==> src/rtl/agen_pkg.sv <==
`timescale 1ns/1ps
package agen_pkg;
  localparam int AGEN_ADDR_W   = 16;
  localparam int AGEN_DATA_W   = 32;
  localparam int AGEN_NBANK    = 16;
  localparam int AGEN_BUSY_CYC = 4;
  localparam int AGEN_LAT      = 12;
  localparam int AGEN_MAXVL    = 64;
endpackage

==> src/rtl/agen_issue.sv <==
`timescale 1ns/1ps
module agen_issue #(
  parameter int ADDR_W = 16,
  parameter int LEN_W  = 7,
  parameter int IDX_W  = 6,
  parameter int NBANK  = 16,
  parameter int BANK_W = $clog2(NBANK)
) (
  input  logic              clk,
  input  logic              rst_n,
  input  logic              load,
  input  logic [ADDR_W-1:0] base,
  input  logic [ADDR_W-1:0] stride,
  input  logic [LEN_W-1:0]  len,
  input  logic [NBANK-1:0]  bank_busy,
  output logic              req_fire,
  output logic [BANK_W-1:0] req_bank,
  output logic [ADDR_W-1:0] req_addr,
  output logic [IDX_W-1:0]  req_idx,
  output logic              req_last
);
  logic [ADDR_W-1:0] addr_q, stride_q;
  logic [LEN_W-1:0]  left_q;
  logic [IDX_W-1:0]  idx_q;
  logic              pending;

  assign pending  = (left_q != '0);
  assign req_bank = addr_q[BANK_W-1:0];
  assign req_addr = addr_q;
  assign req_idx  = idx_q;
  assign req_last = (left_q == LEN_W'(1));
  assign req_fire = pending && !bank_busy[req_bank];

  always_ff @(posedge clk or negedge rst_n) begin
    if (!rst_n) begin
      addr_q   <= '0;
      stride_q <= '0;
      left_q   <= '0;
      idx_q    <= '0;
    end else if (load) begin
      addr_q   <= base;
      stride_q <= stride;
      left_q   <= len;
      idx_q    <= '0;
    end else if (req_fire) begin
      addr_q   <= addr_q + stride_q;
      left_q   <= left_q - LEN_W'(1);
      idx_q    <= idx_q + IDX_W'(1);
    end
  end

  AST_ADDR_STEP: assert property (@(posedge clk) disable iff (!rst_n)
    (req_fire && !req_last && !load) |=> (req_addr == $past(req_addr) + $past(stride_q)));

  AST_NO_LOAD_WHILE_PENDING: assert property (@(posedge clk) disable iff (!rst_n)
    load |-> !pending);
endmodule

==> src/rtl/agen_bank_busy.sv <==
`timescale 1ns/1ps
module agen_bank_busy #(
  parameter int NBANK    = 16,
  parameter int BUSY_CYC = 4,
  parameter int BANK_W   = $clog2(NBANK)
) (
  input  logic              clk,
  input  logic              rst_n,
  input  logic              req_fire,
  input  logic [BANK_W-1:0] req_bank,
  output logic [NBANK-1:0]  busy
);
  localparam int CNT_W = $clog2(BUSY_CYC + 1);

  for (genvar g = 0; g < NBANK; g++) begin : gen_bank
    logic [CNT_W-1:0] cnt_q;
    logic             hit;

    assign hit     = req_fire && (req_bank == BANK_W'(g));
    assign busy[g] = (cnt_q != '0);

    always_ff @(posedge clk or negedge rst_n) begin
      if (!rst_n)
        cnt_q <= '0;
      else if (hit)
        cnt_q <= CNT_W'(BUSY_CYC - 1);
      else if (cnt_q != '0)
        cnt_q <= cnt_q - CNT_W'(1);
    end

    AST_BANK_REST: assert property (@(posedge clk) disable iff (!rst_n)
      hit |-> (cnt_q == '0));
  end
endmodule

==> src/rtl/agen_return.sv <==
`timescale 1ns/1ps
module agen_return #(
  parameter int LAT    = 12,
  parameter int NBANK  = 16,
  parameter int DATA_W = 32,
  parameter int IDX_W  = 6,
  parameter int BANK_W = $clog2(NBANK)
) (
  input  logic                    clk,
  input  logic                    rst_n,
  input  logic                    push,
  input  logic [BANK_W-1:0]       push_bank,
  input  logic [IDX_W-1:0]        push_idx,
  input  logic                    push_last,
  input  logic [NBANK*DATA_W-1:0] lane_data,
  output logic                    out_valid,
  output logic [DATA_W-1:0]       out_data,
  output logic [IDX_W-1:0]        out_idx,
  output logic                    out_last
);
  localparam int TAG_W = 2 + BANK_W + IDX_W;

  logic [TAG_W-1:0]  stage_q [LAT];
  logic [TAG_W-1:0]  head;
  logic [BANK_W-1:0] head_bank;
  logic [IDX_W-1:0]  next_q;

  always_ff @(posedge clk or negedge rst_n) begin
    if (!rst_n) begin
      for (int s = 0; s < LAT; s++) stage_q[s] <= '0;
    end else begin
      stage_q[0] <= {push, push_last, push_bank, push_idx};
      for (int s = 1; s < LAT; s++) stage_q[s] <= stage_q[s-1];
    end
  end

  assign head      = stage_q[LAT-1];
  assign out_valid = head[TAG_W-1];
  assign out_last  = head[TAG_W-2] && out_valid;
  assign head_bank = head[IDX_W +: BANK_W];
  assign out_idx   = head[IDX_W-1:0];
  assign out_data  = lane_data[head_bank*DATA_W +: DATA_W];

  always_ff @(posedge clk or negedge rst_n) begin
    if (!rst_n)
      next_q <= '0;
    else if (out_valid)
      next_q <= out_last ? '0 : out_idx + IDX_W'(1);
  end

  AST_IN_ORDER: assert property (@(posedge clk) disable iff (!rst_n)
    out_valid |-> (out_idx == next_q));
endmodule

==> src/rtl/strided_bank_agen.sv <==
`timescale 1ns/1ps
module strided_bank_agen
  import agen_pkg::*;
#(
  parameter int ADDR_W   = AGEN_ADDR_W,
  parameter int DATA_W   = AGEN_DATA_W,
  parameter int NBANK    = AGEN_NBANK,
  parameter int BUSY_CYC = AGEN_BUSY_CYC,
  parameter int LAT      = AGEN_LAT,
  parameter int MAXVL    = AGEN_MAXVL,
  localparam int BANK_W  = $clog2(NBANK),
  localparam int LEN_W   = $clog2(MAXVL + 1),
  localparam int IDX_W   = (MAXVL > 1) ? $clog2(MAXVL) : 1
) (
  input  logic                    clk,
  input  logic                    rst_n,
  input  logic                    start_valid,
  output logic                    start_ready,
  input  logic [ADDR_W-1:0]       start_base,
  input  logic [ADDR_W-1:0]       start_stride,
  input  logic [LEN_W-1:0]        start_len,
  output logic [NBANK-1:0]        bank_req,
  output logic [ADDR_W-1:0]       bank_addr,
  input  logic [NBANK*DATA_W-1:0] bank_rdata,
  output logic                    elem_valid,
  output logic [DATA_W-1:0]       elem_data,
  output logic [IDX_W-1:0]        elem_index,
  output logic                    done
);
  logic              accept, active_q, done_q;
  logic [LEN_W-1:0]  len_eff;
  logic [NBANK-1:0]  busy;
  logic              req_fire, req_last, ret_last;
  logic [BANK_W-1:0] req_bank;
  logic [IDX_W-1:0]  req_idx;

  assign start_ready = !active_q;
  assign accept      = start_valid && start_ready;
  assign len_eff     = (start_len > LEN_W'(MAXVL)) ? LEN_W'(MAXVL) : start_len;
  assign done        = done_q;

  agen_issue #(.ADDR_W(ADDR_W), .LEN_W(LEN_W), .IDX_W(IDX_W), .NBANK(NBANK)) u_issue (
    .clk(clk), .rst_n(rst_n), .load(accept), .base(start_base), .stride(start_stride),
    .len(len_eff), .bank_busy(busy), .req_fire(req_fire), .req_bank(req_bank),
    .req_addr(bank_addr), .req_idx(req_idx), .req_last(req_last));

  agen_bank_busy #(.NBANK(NBANK), .BUSY_CYC(BUSY_CYC)) u_busy (
    .clk(clk), .rst_n(rst_n), .req_fire(req_fire), .req_bank(req_bank), .busy(busy));

  agen_return #(.LAT(LAT), .NBANK(NBANK), .DATA_W(DATA_W), .IDX_W(IDX_W)) u_ret (
    .clk(clk), .rst_n(rst_n), .push(req_fire), .push_bank(req_bank), .push_idx(req_idx),
    .push_last(req_last), .lane_data(bank_rdata), .out_valid(elem_valid),
    .out_data(elem_data), .out_idx(elem_index), .out_last(ret_last));

  for (genvar g = 0; g < NBANK; g++) begin : gen_req
    assign bank_req[g] = req_fire && (req_bank == BANK_W'(g));
  end

  always_ff @(posedge clk or negedge rst_n) begin
    if (!rst_n) begin
      active_q <= 1'b0;
      done_q   <= 1'b0;
    end else begin
      done_q <= ret_last || (accept && (len_eff == '0));
      if (accept && (len_eff != '0))
        active_q <= 1'b1;
      else if (ret_last)
        active_q <= 1'b0;
    end
  end

  AST_ONEHOT_REQ: assert property (@(posedge clk) disable iff (!rst_n)
    $onehot0(bank_req));

  AST_REQ_BANK_MATCH: assert property (@(posedge clk) disable iff (!rst_n)
    (bank_req != '0) |-> bank_req[bank_addr[BANK_W-1:0]]);

  AST_DONE_IDLE: assert property (@(posedge clk) disable iff (!rst_n)
    done |-> start_ready);

  AST_NO_REQ_IDLE: assert property (@(posedge clk) disable iff (!rst_n)
    start_ready |-> (bank_req == '0));
endmodule

==> config.mk <==
export PLATFORM = sky130hd
export DESIGN_NAME = strided_bank_agen
export DESIGN_NICKNAME = d
export VERILOG_FILES = /design/src/rtl/agen_pkg.sv /design/src/rtl/agen_issue.sv /design/src/rtl/agen_bank_busy.sv /design/src/rtl/agen_return.sv /design/src/rtl/strided_bank_agen.sv
export SDC_FILE = /design/constraint.sdc
export NUM_CORES = 1
export LEC_CHECK = 0
export ABC_CLOCK_PERIOD_IN_PS = 2300
export BUFFER_PORTS_ARGS = -buffer_cell sky130_fd_sc_hd__buf_4
export CAP_MARGIN = 20
export CORE_AREA = 2 2 247 249
export DETAILED_ROUTE_END_ITERATION = 8
export DIE_AREA = 0 0 249 251
export PLACE_DENSITY_LB_ADDON = 0.12
export SYNTH_ARGS = -nofsm -noshare
export SYNTH_HDL_FRONTEND = slang
export SYNTH_SLANG_ARGS = --single-unit
==> constraint.sdc <==
create_clock -name clk -period 2.3 [get_ports clk]
set_input_delay 0 -clock clk [delete_from_list [all_inputs] [get_ports clk]]
set_output_delay 0 -clock clk [all_outputs]
set_load 0.02 [all_outputs]
-- After elaboration in Yosys (flattened, before gate mapping)
Cells that the tools add are included.
- register bits: 239
- input port bits: 554
- output and inout port bits: 73
- word-level logic and storage cells: 177
- add/subtract/negate cells: 19
- magnitude comparators: 2
- equal/unequal tests: 16
- shift-type cells: 1
- multiplexer cells: 43
- reductions and logical operators: 62
- operators by type and width (kind ; count):
    variable part select 512 x 10 -> 32 bit ; 1
    2-to-1 mux 3 bit ; 32
    nonzero test 3 bit ; 16
    subtractor 3 x 1 -> 3 bit (second input constant) ; 16
    nonzero test 2 bit ; 18
    equality test 4 bit (second input constant) ; 8
    2-to-1 mux 16 bit ; 2
    logical AND 1 bit ; 21
    2-to-1 mux 7 bit ; 3
    adder 16 bit ; 1
    equality test 4 x 3 -> 1 bit (second input constant) ; 4
    nonzero test 7 bit ; 2
    2-to-1 mux 6 bit ; 2
    equality test 4 x 2 -> 1 bit (second input constant) ; 2
    equality test 7 x 1 -> 1 bit (second input constant) ; 1
    greater-than comparator 7 bit (second input constant) ; 1
    logical NOT 7 bit ; 1
    subtractor 7 x 1 -> 7 bit (second input constant) ; 1
    adder 6 x 1 -> 6 bit (second input constant) ; 1
    < comparator 4 x 5 -> 1 bit (second input constant) ; 1
    binary-select mux 1 bit (select 4 bit) ; 1
    equality test 4 x 1 -> 1 bit (second input constant) ; 1
    logical NOT 4 bit ; 1
    2-to-1 mux 1 bit ; 3
    2 further kinds ; 3

-- Depth between registers and ports, before layout
Gate-level depths: netlist of run 1.
- depth after elaboration: 7
- mapped depth: 11
- mapped depth without buffers: 10

-- By module
A second synthesis of run 1 with hierarchy kept.
- cells, all modules: 1014
- area total of the unflattened synthesis: 13226.4 um^2
- modules (own cells, without submodules) (module ; times used ; cells each ; area an instance (um^2) ; seq. area each (um^2)):
    agen_return ; 1 ; 422 ; 7365.8 ; 3603.5
    agen_issue ; 1 ; 293 ; 2914.0 ; 1126.1
    agen_bank_busy ; 1 ; 260 ; 2678.8 ; 1201.2
    strided_bank_agen ; 1 ; 39 ; 267.8 ; 50.0

-- Worst setup path after synthesis of run 1
No wires, ideal clock.
- kind: register to register
- from: register u_issue.addr_q[0] (netlist: u_issue.req_addr[0])
- to: register u_issue.addr_q[8] (netlist: u_issue.req_addr[8])
- library setup time: 87 ps
- arrival: 2285 ps
- data required time: 2213 ps
- path slack: -71 ps
- cell stages (with the launch flop): 9
- buffers on the path: 0
- clock period less this slack: 2371 ps
- cells stage by stage: dfrtp_1 -> ha_1 -> fa_1 -> a21oi_1 -> o21ai_0 -> a2111oi_0 -> nor3_1 -> xnor2_1 -> o211ai_1
- cells in the longest elaborated chain, start to end: 5
- elaborated cells on any way between the ends: 8
- classes of those cells: 1 x add/sub; 4 x mux; 3 x reduce/logical
- RTL lines (what ; RTL line ; RTL):
    start: declaration ; agen_issue.sv:22 ; logic [ADDR_W-1:0] addr_q, stride_q;
    start signal: assignment ; agen_issue.sv:41 ; addr_q <= base;
    start signal: assignment ; agen_issue.sv:46 ; addr_q <= addr_q + stride_q;
    parallel branches: the longest is 5 deep, another holds adder 16 bit ; -- ;
Several ways; the timed one is not identified. The select of a mux whose other input is x is not followed.
A chain may end at the register's enable or synchronous reset.

-- Worst setup path after layout of run 1
- from: register u_ret.stage_q (netlist bit u_ret.head[6])
- to: output elem_data[2]
- cells in the longest elaborated chain, start to end: 1
- RTL lines (what ; RTL line ; RTL):
    start: declaration ; agen_return.sv:23 ; logic [TAG_W-1:0] stage_q [LAT];
    variable part select 512 x 10 -> 32 bit ; agen_return.sv:42 ; assign out_data = lane_data[head_bank*DATA_W +: DATA_W];
    end: declaration ; strided_bank_agen.sv:26 ; output logic [DATA_W-1:0] elem_data,
No other way between the ends.

==> metrics.txt, run 1 <==
fin crit period 2740 ps; Leak 10.6 nW; total global routing overflow 0; CP endpoint kind primary output; post-detail-place hpwl 62,700 um; DR vias 12,052; post-synthesis net count 1,621; pins over their slew limit 0; maxcap violations 0; Skew-Pair Late Insertion Delay 570 ps; ys async rst share 1.00; clock sink count 239; Starting Density 0.222; Iter 0 DRT Violations 673; Gate power share 0.644; largest net degree at the start of global routing 61; Power Density 1430 mW/mm^2; violated checks setup timing; # rows 90; final core occ 0.375; critical path data arrival time 2740 ps; initial antenna violation count 41; post-route insts no fill 2,622; final setup violation count 44; Yosys reg bits 239; Final Worst Setup Slack -444 ps; top-level I/O count 627; Mapped Cells 1,015; RSZ-0062 raised after global routing true; Remaining DRCs 0; worst hold path depth 4; fin crit share 1.19; CP Class register to primary output; Slew HR 0.450; switching fraction of total power 0.409; ys flop type dfrtp_1; skew final 35.1 ps; router iterations before antenna repair 5; worst-path maximum fanout 7; vias in the first global route 12,465; post-synthesis sequential area ratio 0.451; total track usage 0.232; Via density 4.60; maximum root-to-sink buffer count 3; internal power 18.9 mW; ANT nets after route 0; Clk pwr share 0.136; H-tree depth 1; CTS tree yes; aggregate routed wire length 74,900 um; PortBufs 626; average size of a mapped cell 13.1 um^2; Worst Setup Start Kind register; Cell Area, Synth 0.0133 mm^2; CORE AREA 0.0598 mm^2; outcome finished, violations left; worst path required time 2300 ps; Wirelength per Cell 28.6 um; cts bufs inserted 28; fmax 0.364 GHz; RePlAce Congestion 0.952; switching pwr 13.1 mW; die height 251 um; final hold vios 0; CTS root buf clkbuf_16; Max VDD drop 0.000658 V; Synth warnings 0; setup TNS -13,150 ps; Synth cell types 53; Inst Count DP 2,442; die width 249 um; die area 0.0625 mm^2; FF-to-FF path depth 10; Area Growth Syn to Fin 69.0%; Worst-path clk slew 60 ps; first-pass GRT wire length 100,000 um; HP Class input pin to register; Worst-Margin Slew 823 ps; sequential share of power 0.219; layout cells sized above 1 0.614; Post-synth EDFFs 0; Nets 2,419
[worst max-delay path, cell delays in order, from the launching register on]
cell and delay, ps:
dfrtp_4 490, buf_12 160, buf_16 140, buf_12 140, mux4_2 490, mux4_2 590, buf_6 180
[placed cells by master, fill, tap and decap left out, types with 16 or more instances in the layout]
cell type	instances
dfrtp_1	233
nor2_1	54
xnor2_1	16
dlygate4sd3_1	46
xor2_1	19
inv_1	54
nand2_1	119
ha_4	21
buf_4	715
a21oi_1	36
o211ai_1	18
clkbuf_16	30
mux4_2	162
buf_6	59
ha_1	20
[through the flow]
stage               hold WS, ps  total power, mW  area (um^2)  worst slack (ps)
floorplan                  -296             17.3        13300              26.8
global placement          -16.8             24.7        19500             -25.8
detailed placement        -6.81             24.7        19500             -95.5
CTS                         137             31.3        21900              -457
global route                168             34.1        22400              -494
finish                      160             32.0        22400              -444
[cells by family after synthesis]
| kind of cell | synth area share |
|---|---|
| AO/OA/AOI/OAI | 0.0576 |
| XOR/XNOR | 0.0231 |
| adder cells (fa/ha/maj) | 0.0496 |
| buffers and inverters | 0.0549 |
| flip-flops | 0.451 |
| multiplexers | 0.287 |
| AND/OR/NAND/NOR | 0.0770 |
[power groups by stage]
stage               Sequential, mW  Clock [mW]  Combinational [mW]
global placement              7.06           0                17.6
finish                        7.03        4.37                20.6
floorplan                     7.03           0                10.3
CTS                           7.03        4.53                19.7
detailed placement            7.11           0                17.6
global route                  7.25        4.72                22.1
[cells in the mapped netlist (all sizes together), types with 2 or more instances]
master | number | share of area
nand3b | 3 | 0.0017
inv | 76 | 0.022
nand4 | 4 | 0.0024
a2111oi | 3 | 0.0020
o41ai | 2 | 0.0013
a31oi | 10 | 0.0047
o21ai | 15 | 0.0057
a22oi | 3 | 0.0025
nand3 | 12 | 0.0049
dfrtp | 239 | 0.45
xor2 | 19 | 0.013
nor4 | 5 | 0.0024
clkbuf | 34 | 0.0096
a211oi | 9 | 0.0051
nor2b | 3 | 0.0014
nor3 | 9 | 0.0034
or3 | 4 | 0.0019
nand2 | 135 | 0.038
xnor2 | 16 | 0.011
mux2 | 6 | 0.0051
mux2i | 9 | 0.0068
mux4 | 162 | 0.28
buf | 44 | 0.024
a21oi | 42 | 0.016
ha | 51 | 0.048
and3b | 2 | 0.0013
a21o | 8 | 0.0045
o211ai | 18 | 0.010
nor2 | 56 | 0.016
and2 | 2 | 0.0011
[sequential cells by signal, summed over array words and instances, names as in the netlist]
register and count:
u_issue.stride_q 16, u_busy.gen_bank.cnt_q 48, u_issue.left_q 7, u_ret.stage_q 132, u_issue.req_idx 6, u_issue.req_addr 16, done 1, u_ret.head 12
active_q 1
[per-layer routing]
metal,track usage,routed length [um]
met1,0.292,30400
met2,0.374,35000
met3,0.103,8270
met4,0.0341,1070
met5,0,191
[path summary, 6_finish.rpt]
kind | slack, ps | end | startpoint
worst min-delay path | 160 | u_issue.req_idx[0]$_DFFE_PN0P_ | start_valid
max in group asynchronous | 750 | u_busy.gen_bank[9].cnt_q[0]$_DFFE_PN0P_ | rst_n
worst min register to register | 320 | u_ret.stage_q[115]$_DFF_PN0_ | u_ret.stage_q[127]$_DFF_PN0_
min in group asynchronous | 520 | u_busy.gen_bank[4].cnt_q[1]$_DFFE_PN0P_ | rst_n
worst max register to register | 80 | u_issue.req_addr[15]$_DFFE_PN0P_ | u_busy.gen_bank[15].cnt_q[0]$_DFFE_PN0P_
worst max-delay path | -440 | elem_data[2] | u_ret.head[6]$_DFF_PN0_
[area by class of cell]
type                       count  area [um^2]
fill                        5947        37400
multi-input combinational    622         7130
timing repair buffer         846         7050
sequential                   239         5990
tap                          782          978
clock buffer                  36          781
inverter                      76          308
clock inverter                16          159
antenna                        5         12.5
[what timing repair did]
| action | in CTS | in global routing |
|---|---|---|
| gates cloned | 4 | 2 |
| hold buffers | 46 | 0 |
| setup endpoints to repair | 56 | 64 |
| hold endpoints to repair | 219 | 0 |
| pin swaps | 35 | 22 |
| resized for setup | 166 | 60 |
| buffers inserted | 51 | 21 |
No activity file was read; power rests on OpenSTA's default activity.
==> run 2: changes to the inputs <==
--- a/config.mk
+++ b/config.mk
@@ -8,10 +8,11 @@
 export ABC_CLOCK_PERIOD_IN_PS = 2300
 export BUFFER_PORTS_ARGS = -buffer_cell sky130_fd_sc_hd__buf_4
 export CAP_MARGIN = 20
-export CORE_AREA = 2 2 247 249
+export CORE_AREA = 2 2 246 248
 export DETAILED_ROUTE_END_ITERATION = 8
-export DIE_AREA = 0 0 249 251
+export DIE_AREA = 0 0 248 250
 export PLACE_DENSITY_LB_ADDON = 0.12
 export SYNTH_ARGS = -nofsm -noshare
 export SYNTH_HDL_FRONTEND = slang
+export SYNTH_HIERARCHICAL = 1
 export SYNTH_SLANG_ARGS = --single-unit
==> metrics.txt, run 2 <==
hold slack 89.2 ps (-70.7 ps); skew final 9.89 ps (-25.2 ps); hold path endpoint u_issue/req_idx[4]$_DFFE_PN0P_; Skew-Pair Late Insertion Delay 560 ps (about the same); fin crit period 3160 ps (+417 ps); Worst-Margin Slew 909 ps (+85.3 ps); worst hold path depth 5 (+1); Worst-path clk slew 50 ps (about the same); FF-to-FF path depth 12 (+2); die width 248 um (-0.40%); maximum root-to-sink buffer count 3 (unchanged); Final Worst Setup Slack -861 ps (-417 ps); PortBufs 626 (unchanged); clock sink count 239 (unchanged); Mapped Cells 1,014 (-0.099%); die area 0.0620 mm^2 (-0.80%); CP endpoint kind primary output; router iterations before antenna repair 5 (unchanged); reg2reg setup slack -410 ps (-490 ps); DR vias 12,382 (+2.7%); post-synth top area cell dfrtp_1; most common cell in the synthesized netlist dfrtp_1; commonest cells after routing, fill and taps aside 691 x buf_4, 235 x dfrtp_1, 132 x mux4_2, 72 x buf_6, 61 x nand2_1; total global routing overflow 0 (unchanged); die height 250 um (-0.40%); Hold Startpoint start_valid; maxcap violations 0 (unchanged); initial antenna violation count 18 (-56%); worst-path maximum fanout 4 (-3); Post-synth top cells 239 x dfrtp_1, 128 x mux4_2, 78 x nand2_1, 73 x inv_1, 64 x a22oi_1; worst path cell trace inv_1, ha_2, ha_4, inv_2, mux4_2, mux2i_2, mux2_4, nand2_4, inv_4, buf_12, or3b_4, nor3_2, buf_4; post-synthesis net count 1,620 (-0.062%); Final Total Pwr 10.2 mW (-68%); outcome finished, violations left; RR Startpoint u_busy/gen_bank[1].cnt_q[0]$_DFFE_PN0P_; Slew HR 0.394 (-0.0555); average size of a mapped cell 13.0 um^2 (-0.19%); CTS tree yes; ANT nets after route 0 (unchanged); CTS root buf clkbuf_16; Area contributors post-synth dfrtp_1 45%, mux4_2 22%, ha_1 4.8%; Clk pwr share 0.444 (+0.308); switching pwr 2.31 mW (-82%); Area Growth Syn to Fin 77.3%; first-pass GRT wire length 96,000 um (-4.4%); critical path data arrival time 3160 ps (+420 ps); H-tree depth 1 (unchanged); slowest stage delay, CP 470 ps (-120 ps); commonest non-fill, non-tap cell in the layout buf_4; total track usage 0.218 (-0.0138); final core occ 0.394 (+0.0188); R2R Path End u_busy/gen_bank[8].cnt_q[2]$_DFFE_PN0P_; crit path max-delay cell type mux4_2; aggregate routed wire length 69,800 um (-6.7%); Most flops, register u_ret/stage_q; top-level I/O count 627 (unchanged); Gate power share 0.144 (-0.500); ys flop type dfrtp_1; Synth warnings 6 (+6); critical path's top delay family multiplexers; vias in the first global route 12,895 (+3.4%); fin crit share 1.37 (+0.181); Power Density 435 mW/mm^2 (-70%); HP Class input pin to register; violated checks setup timing; RSZ-0062 raised after global routing true; cts bufs inserted 28 (unchanged); Yosys reg bits 239 (unchanged); Iter 0 DRT Violations 749 (+11%); Worst Setup Start Kind register; Max VDD drop 0.000552 V (-16%); post-synthesis sequential area ratio 0.452 (+0.00132); CORE AREA 0.0596 mm^2 (-0.38%); Post-synth EDFFs 0 (unchanged); internal power 7.91 mW (-58%); final hold vios 0 (unchanged); Bufs and invs on worst path 5 (+1); # rows 90 (unchanged); Leak 10.7 nW (+0.45%); Via density 4.69 (+2.1%); CP Class register to primary output; Starting Density 0.222 (about the same); post-route insts no fill 2,638 (+0.61%); layout cells sized above 1 0.672 (+0.0574); pins over their slew limit 0 (unchanged); Layout fillers 5,760 (-3.1%); Wirelength per Cell 26.5 um (-7.3%); Inst Count DP 2,483 (+1.7%); fmax 0.316 GHz (-13%); Cell Area, Synth 0.0132 mm^2 (-0.29%); sequential share of power 0.412 (+0.193); final setup violation count 121 (+180%); area share of the largest cell type after synthesis 0.452 (+0.00132); Synth cell types 57 (+7.5%); largest net degree at the start of global routing 65 (+6.6%); switching fraction of total power 0.226 (-0.183); max FFs per register 132 (unchanged); RePlAce Congestion 1.04 (+9.4%); Nets 2,433 (+0.58%); biggest regs u_ret/stage_q: 132 flops, u_busy/gen_bank.cnt_q: 48 flops; post-detail-place hpwl 56,300 um (-10%); ys async rst share 1.00 (unchanged); Remaining DRCs 0 (unchanged); worst path required time 2300 ps (about the same)
run 2: cell count changes after synthesis, sizes merged, moves of 9 or more:
cell    change
a211oi      -9
a21oi      -26
a22oi      +61
mux2       +12
mux4       -30
nand2      -56
nand2b     +20
nor2       -24
o211ai     -16
o21ai      +23
o221a      +16
o221ai     +12
run 2: cell type report:
| class | instances | area [um^2] | share of cell area |
|---|---|---|---|
| Inverter | 73 | 277 | 0.0118 |
| Multi-Input combinational cell | 631 | 7830 | 0.334 |
| Clock inverter | 13 | 178 | 0.00758 |
| Clock buffer | 38 | 798 | 0.0340 |
| Sequential cell | 239 | 5990 | 0.255 |
| Timing Repair Buffer | 854 | 7370 | 0.314 |
| Tap cell | 782 | 978 | 0.0417 |
| Antenna cell | 8 | 20.0 | 0.000854 |
run 2: worst min-delay path, cell delays in order:
cell and delay, ps:
buf_4 110, nand2_1 80, inv_1 80, buf_12 200, nor2_1 110
run 2: cell families after synthesis:
| group | Yosys count | share of synthesized area |
|---|---|---|
| compound gates | 181 | 0.0992 |
| xor+xnor | 38 | 0.0252 |
| fa+ha+maj | 52 | 0.0498 |
| buf+inv | 145 | 0.0495 |
| flops | 239 | 0.452 |
| mux | 158 | 0.248 |
| simple gates | 201 | 0.0766 |
run 2: worst max path at each step:
| stage | to | depth (start not counted) | start |
|---|---|---|---|
| finish | bank_req[0] | 13 | u_busy/gen_bank[1].cnt_q[0]$_DFFE_PN0P_ |
| global route | bank_req[0] | 13 | u_busy/gen_bank[1].cnt_q[0]$_DFFE_PN0P_ |
| CTS | bank_req[0] | 13 | u_busy/gen_bank[1].cnt_q[0]$_DFFE_PN0P_ |
| detailed placement | u_busy/gen_bank[8].cnt_q[2]$_DFFE_PN0P_ | 11 | u_busy/gen_bank[10].cnt_q[1]$_DFFE_PN0P_ |
| global placement | u_busy/gen_bank[0].cnt_q[2]$_DFFE_PN0P_ | 11 | u_busy/gen_bank[10].cnt_q[1]$_DFFE_PN0P_ |
| floorplan | u_busy/gen_bank[4].cnt_q[2]$_DFFE_PN0P_ | 13 | u_busy/gen_bank[15].cnt_q[0]$_DFFE_PN0P_ |
run 2: metrics by stage:
stage / worst slack, ps / area (um^2) / setup TNS, ps
4_1_cts: -942 / 23100 / -43430
2_1_floorplan: -444 / 13700 / -10560
3_3_place_gp: -315 / 20200 / -12570
6_report: -861 / 23500 / -32420
3_5_place_dp: -376 / 20200 / -18150
5_1_grt: -1020 / 23500 / -48120
run 2: power groups by stage:
stage | clock network (mW) | registers (mW) | logic (mW)
6_report | 4.53 | 4.21 | 1.47
5_1_grt | 4.89 | 4.20 | 1.54
4_1_cts | 4.72 | 4.20 | 1.46
3_5_place_dp | 0 | 4.28 | 1.36
3_3_place_gp | 0 | 4.28 | 1.35
2_1_floorplan | 0 | 4.28 | 0.280
run 2: metal layers:
| metal | global-route usage | vias up | wire length (um) |
|---|---|---|---|
| met5 | 0 | - | 0 |
| met4 | 0.0544 | 0 | 1240 |
| met3 | 0.0338 | 64 | 4150 |
| met2 | 0.367 | 462 | 35000 |
| met1 | 0.291 | 6390 | 29500 |
| li1 | - | 5466 | - |
run 2: repair_timing:
action / CTS / global route
resized for setup: 232 / 95
pin swaps: 77 / 58
cloned: 11 / 1
buffers inserted: 48 / 16
hold endpoints to repair: 280 / 0
setup endpoints to repair: 124 / 126
hold buffers: 44 / 0
==> run 3: changes to the inputs <==
--- a/config.mk
+++ b/config.mk
@@ -12,6 +12,7 @@
 export DETAILED_ROUTE_END_ITERATION = 8
 export DIE_AREA = 0 0 248 250
 export PLACE_DENSITY_LB_ADDON = 0.12
+export SETUP_SLACK_MARGIN = 0.2
 export SYNTH_ARGS = -nofsm -noshare
 export SYNTH_HDL_FRONTEND = slang
 export SYNTH_HIERARCHICAL = 1
==> metrics.txt, run 3 (synthesized netlist as in run 2, its figures left out) <==
Slew HR 0.540 (+0.146); RePlAce Congestion 1.01 (-2.9%); Inst Count DP 2,482 (-0.040%); Leak 10.7 nW (+0.60%); commonest non-fill, non-tap cell in the layout buf_4; Worst-Margin Slew 690 ps (-219 ps); initial antenna violation count 14 (-4); Skew-Pair Late Insertion Delay 550 ps (about the same); CP endpoint kind register; Max VDD drop 0.000533 V (-3.3%); fin crit share 1.38 (+0.0104); total global routing overflow 0 (unchanged); Critical Path End u_issue/req_addr[15]$_DFFE_PN0P_; Multi-input gate area 0.00767 mm^2 (-2.1%); fin crit period 3180 ps (+23.9 ps); router iterations before antenna repair 5 (unchanged); Starting Density 0.222 (unchanged); largest net degree at the start of global routing 93 (+43%); max FFs per register 132 (unchanged); skew final 8.89 ps (-1.00 ps); highest metal layer with signal wires met4; WL met1 29,600 um (+0.31%); metal2 WL 32,900 um (-5.9%); Crit. Startpoint u_busy/gen_bank[6].cnt_q[1]$_DFFE_PN0P_; R2R Path End u_issue/req_addr[15]$_DFFE_PN0P_; H-tree depth 1 (unchanged); reg2reg setup slack -880 ps (-470 ps); DR vias 12,233 (-1.2%); PortBufs 626 (unchanged); clock sink count 239 (unchanged); maximum root-to-sink buffer count 3 (unchanged); # rows 90 (unchanged); CTS tree yes; Via density 4.60 (-2.0%); die width 248 um (unchanged); Worst-path clk slew 60 ps (about the same); Power Density 430 mW/mm^2 (-1.3%); vias in the first global route 12,764 (-1.0%); worst-path maximum fanout 4 (unchanged); commonest cells after routing, fill and taps aside 705 x buf_4, 236 x dfrtp_1, 132 x mux4_2, 80 x buf_6, 62 x nand2_1; total track usage 0.210 (-0.00815); CTS root buf clkbuf_16; die height 250 um (unchanged); Iter 0 DRT Violations 551 (-26%); final core occ 0.394 (+0.000630); maxcap violations 0 (unchanged); first-pass GRT wire length 93,000 um (-3.2%); Final Total Pwr 10.1 mW (-1.1%); DP Worst Slack -467 ps (-91.3 ps); Final Worst Setup Slack -884 ps (-23.9 ps); RR Startpoint u_busy/gen_bank[6].cnt_q[1]$_DFFE_PN0P_; fmax 0.314 GHz (-0.75%); CORE AREA 0.0596 mm^2 (unchanged); worst path required time 2760 ps (+460 ps); biggest regs u_ret/stage_q: 132 flops, u_busy/gen_bank.cnt_q: 48 flops; outcome finished, violations left; setup TNS -48,160 ps (-15,740 ps); Layout fillers 5,757 (-0.052%); Nets 2,452 (+0.78%); Most flops, register u_ret/stage_q; die area 0.0620 mm^2 (unchanged); cts bufs inserted 28 (unchanged); ANT nets after route 0 (unchanged); post-route insts no fill 2,659 (+0.80%); FF-to-FF path depth 17 (+5); final hold vios 0 (unchanged); Reg area 0.00599 mm^2 (about the same); top-level I/O count 627 (unchanged); WL met3 3670 um (-11%); violated checks setup timing; RSZ-0062 raised after global routing true; HP Class input pin to asynchronous set/reset pin; final setup violation count 126 (+4.1%); Area Growth Syn to Fin 77.6%; post-detail-place hpwl 54,600 um (-3.1%); critical path data arrival time 3650 ps (+490 ps); Remaining DRCs 0 (unchanged); CP Class register to register; layout cells sized above 1 0.662 (-0.00987); aggregate routed wire length 67,500 um (-3.4%); Worst Setup Start Kind register; pins over their slew limit 0 (unchanged); Wirelength per Cell 25.4 um (-4.2%)
[run 3: cell count changes in the layout (fill, tap and decap cells not counted), sizes merged]
cell,delta
clkinv,+3
inv,-2
buf,+21
diode,+1
dlygate4sd3,-3
clkbuf,+1
[run 3: worst min-delay path by stage]
stage,to,slack (ps),depth (start not counted)
floorplan,active_q$_DFFE_PN0P_,-300,0
global placement,u_ret/stage_q[12]$_DFF_PN0_,70,1
detailed placement,u_ret/head[0]$_DFF_PN0_,70,1
CTS,u_issue/req_addr[13]$_DFFE_PN0P_,50,4
global route,u_ret/stage_q[58]$_DFF_PN0_,110,2
finish,u_ret/head[0]$_DFF_PN0_,40,2
[run 3: worst max-delay path, stage by stage (launching register included)]
cell and delay, ps:
dfrtp_1 370, inv_1 60, ha_2 190, ha_4 130
inv_1 50, mux4_2 510, mux2i_4 180, mux2_4 190
nand2_4 60, buf_4 140, buf_6 100, buf_6 100
buf_6 100, buf_6 100, buf_6 100, buf_12 120
or4_1 410, a31oi_1 190
[run 3: final cells by class]
cell class | instances | area share
clock buffer | 38 | 0.0336
multi-input combinational | 631 | 0.327
inverter | 73 | 0.0118
tap | 782 | 0.0417
antenna | 9 | 0.000959
timing repair buffer | 873 | 0.323
sequential | 239 | 0.255
clock inverter | 14 | 0.00703
[run 3: metrics by stage]
step / area [um^2] / hold WS [ps]
2_1_floorplan: 13700 / -296
3_3_place_gp: 20200 / 66.6
3_5_place_dp: 20200 / 74.5
4_1_cts: 22900 / 54.1
5_1_grt: 23500 / 113
6_report: 23500 / 44.7
[run 3: repair_timing]
| action | CTS | global route |
|---|---|---|
| gates resized for setup | 167 | 75 |
| endpoints found under the hold margin | 212 | 0 |
| setup endpoints to repair | 126 | 127 |
| hold buffers | 42 | 0 |
| cloned | 10 | 2 |
| pin swaps | 55 | 46 |
| setup buffers | 39 | 24 |
[run 3: where the power goes]
part           internal [mW]  leakage [nW]  switching [mW]  total [mW]
registers               4.21          2.82               0        4.21
logic                  0.913          7.43           0.526        1.44
clock network           2.74         0.468            1.71        4.45
[run 3: routing by layer]
layer | global-route usage | up-vias
met1 | 0.291 | 6265
met2 | 0.347 | 408
met4 | 0.0464 | 0
met5 | 0 | -
met3 | 0.0271 | 59
li1 | - | 5501
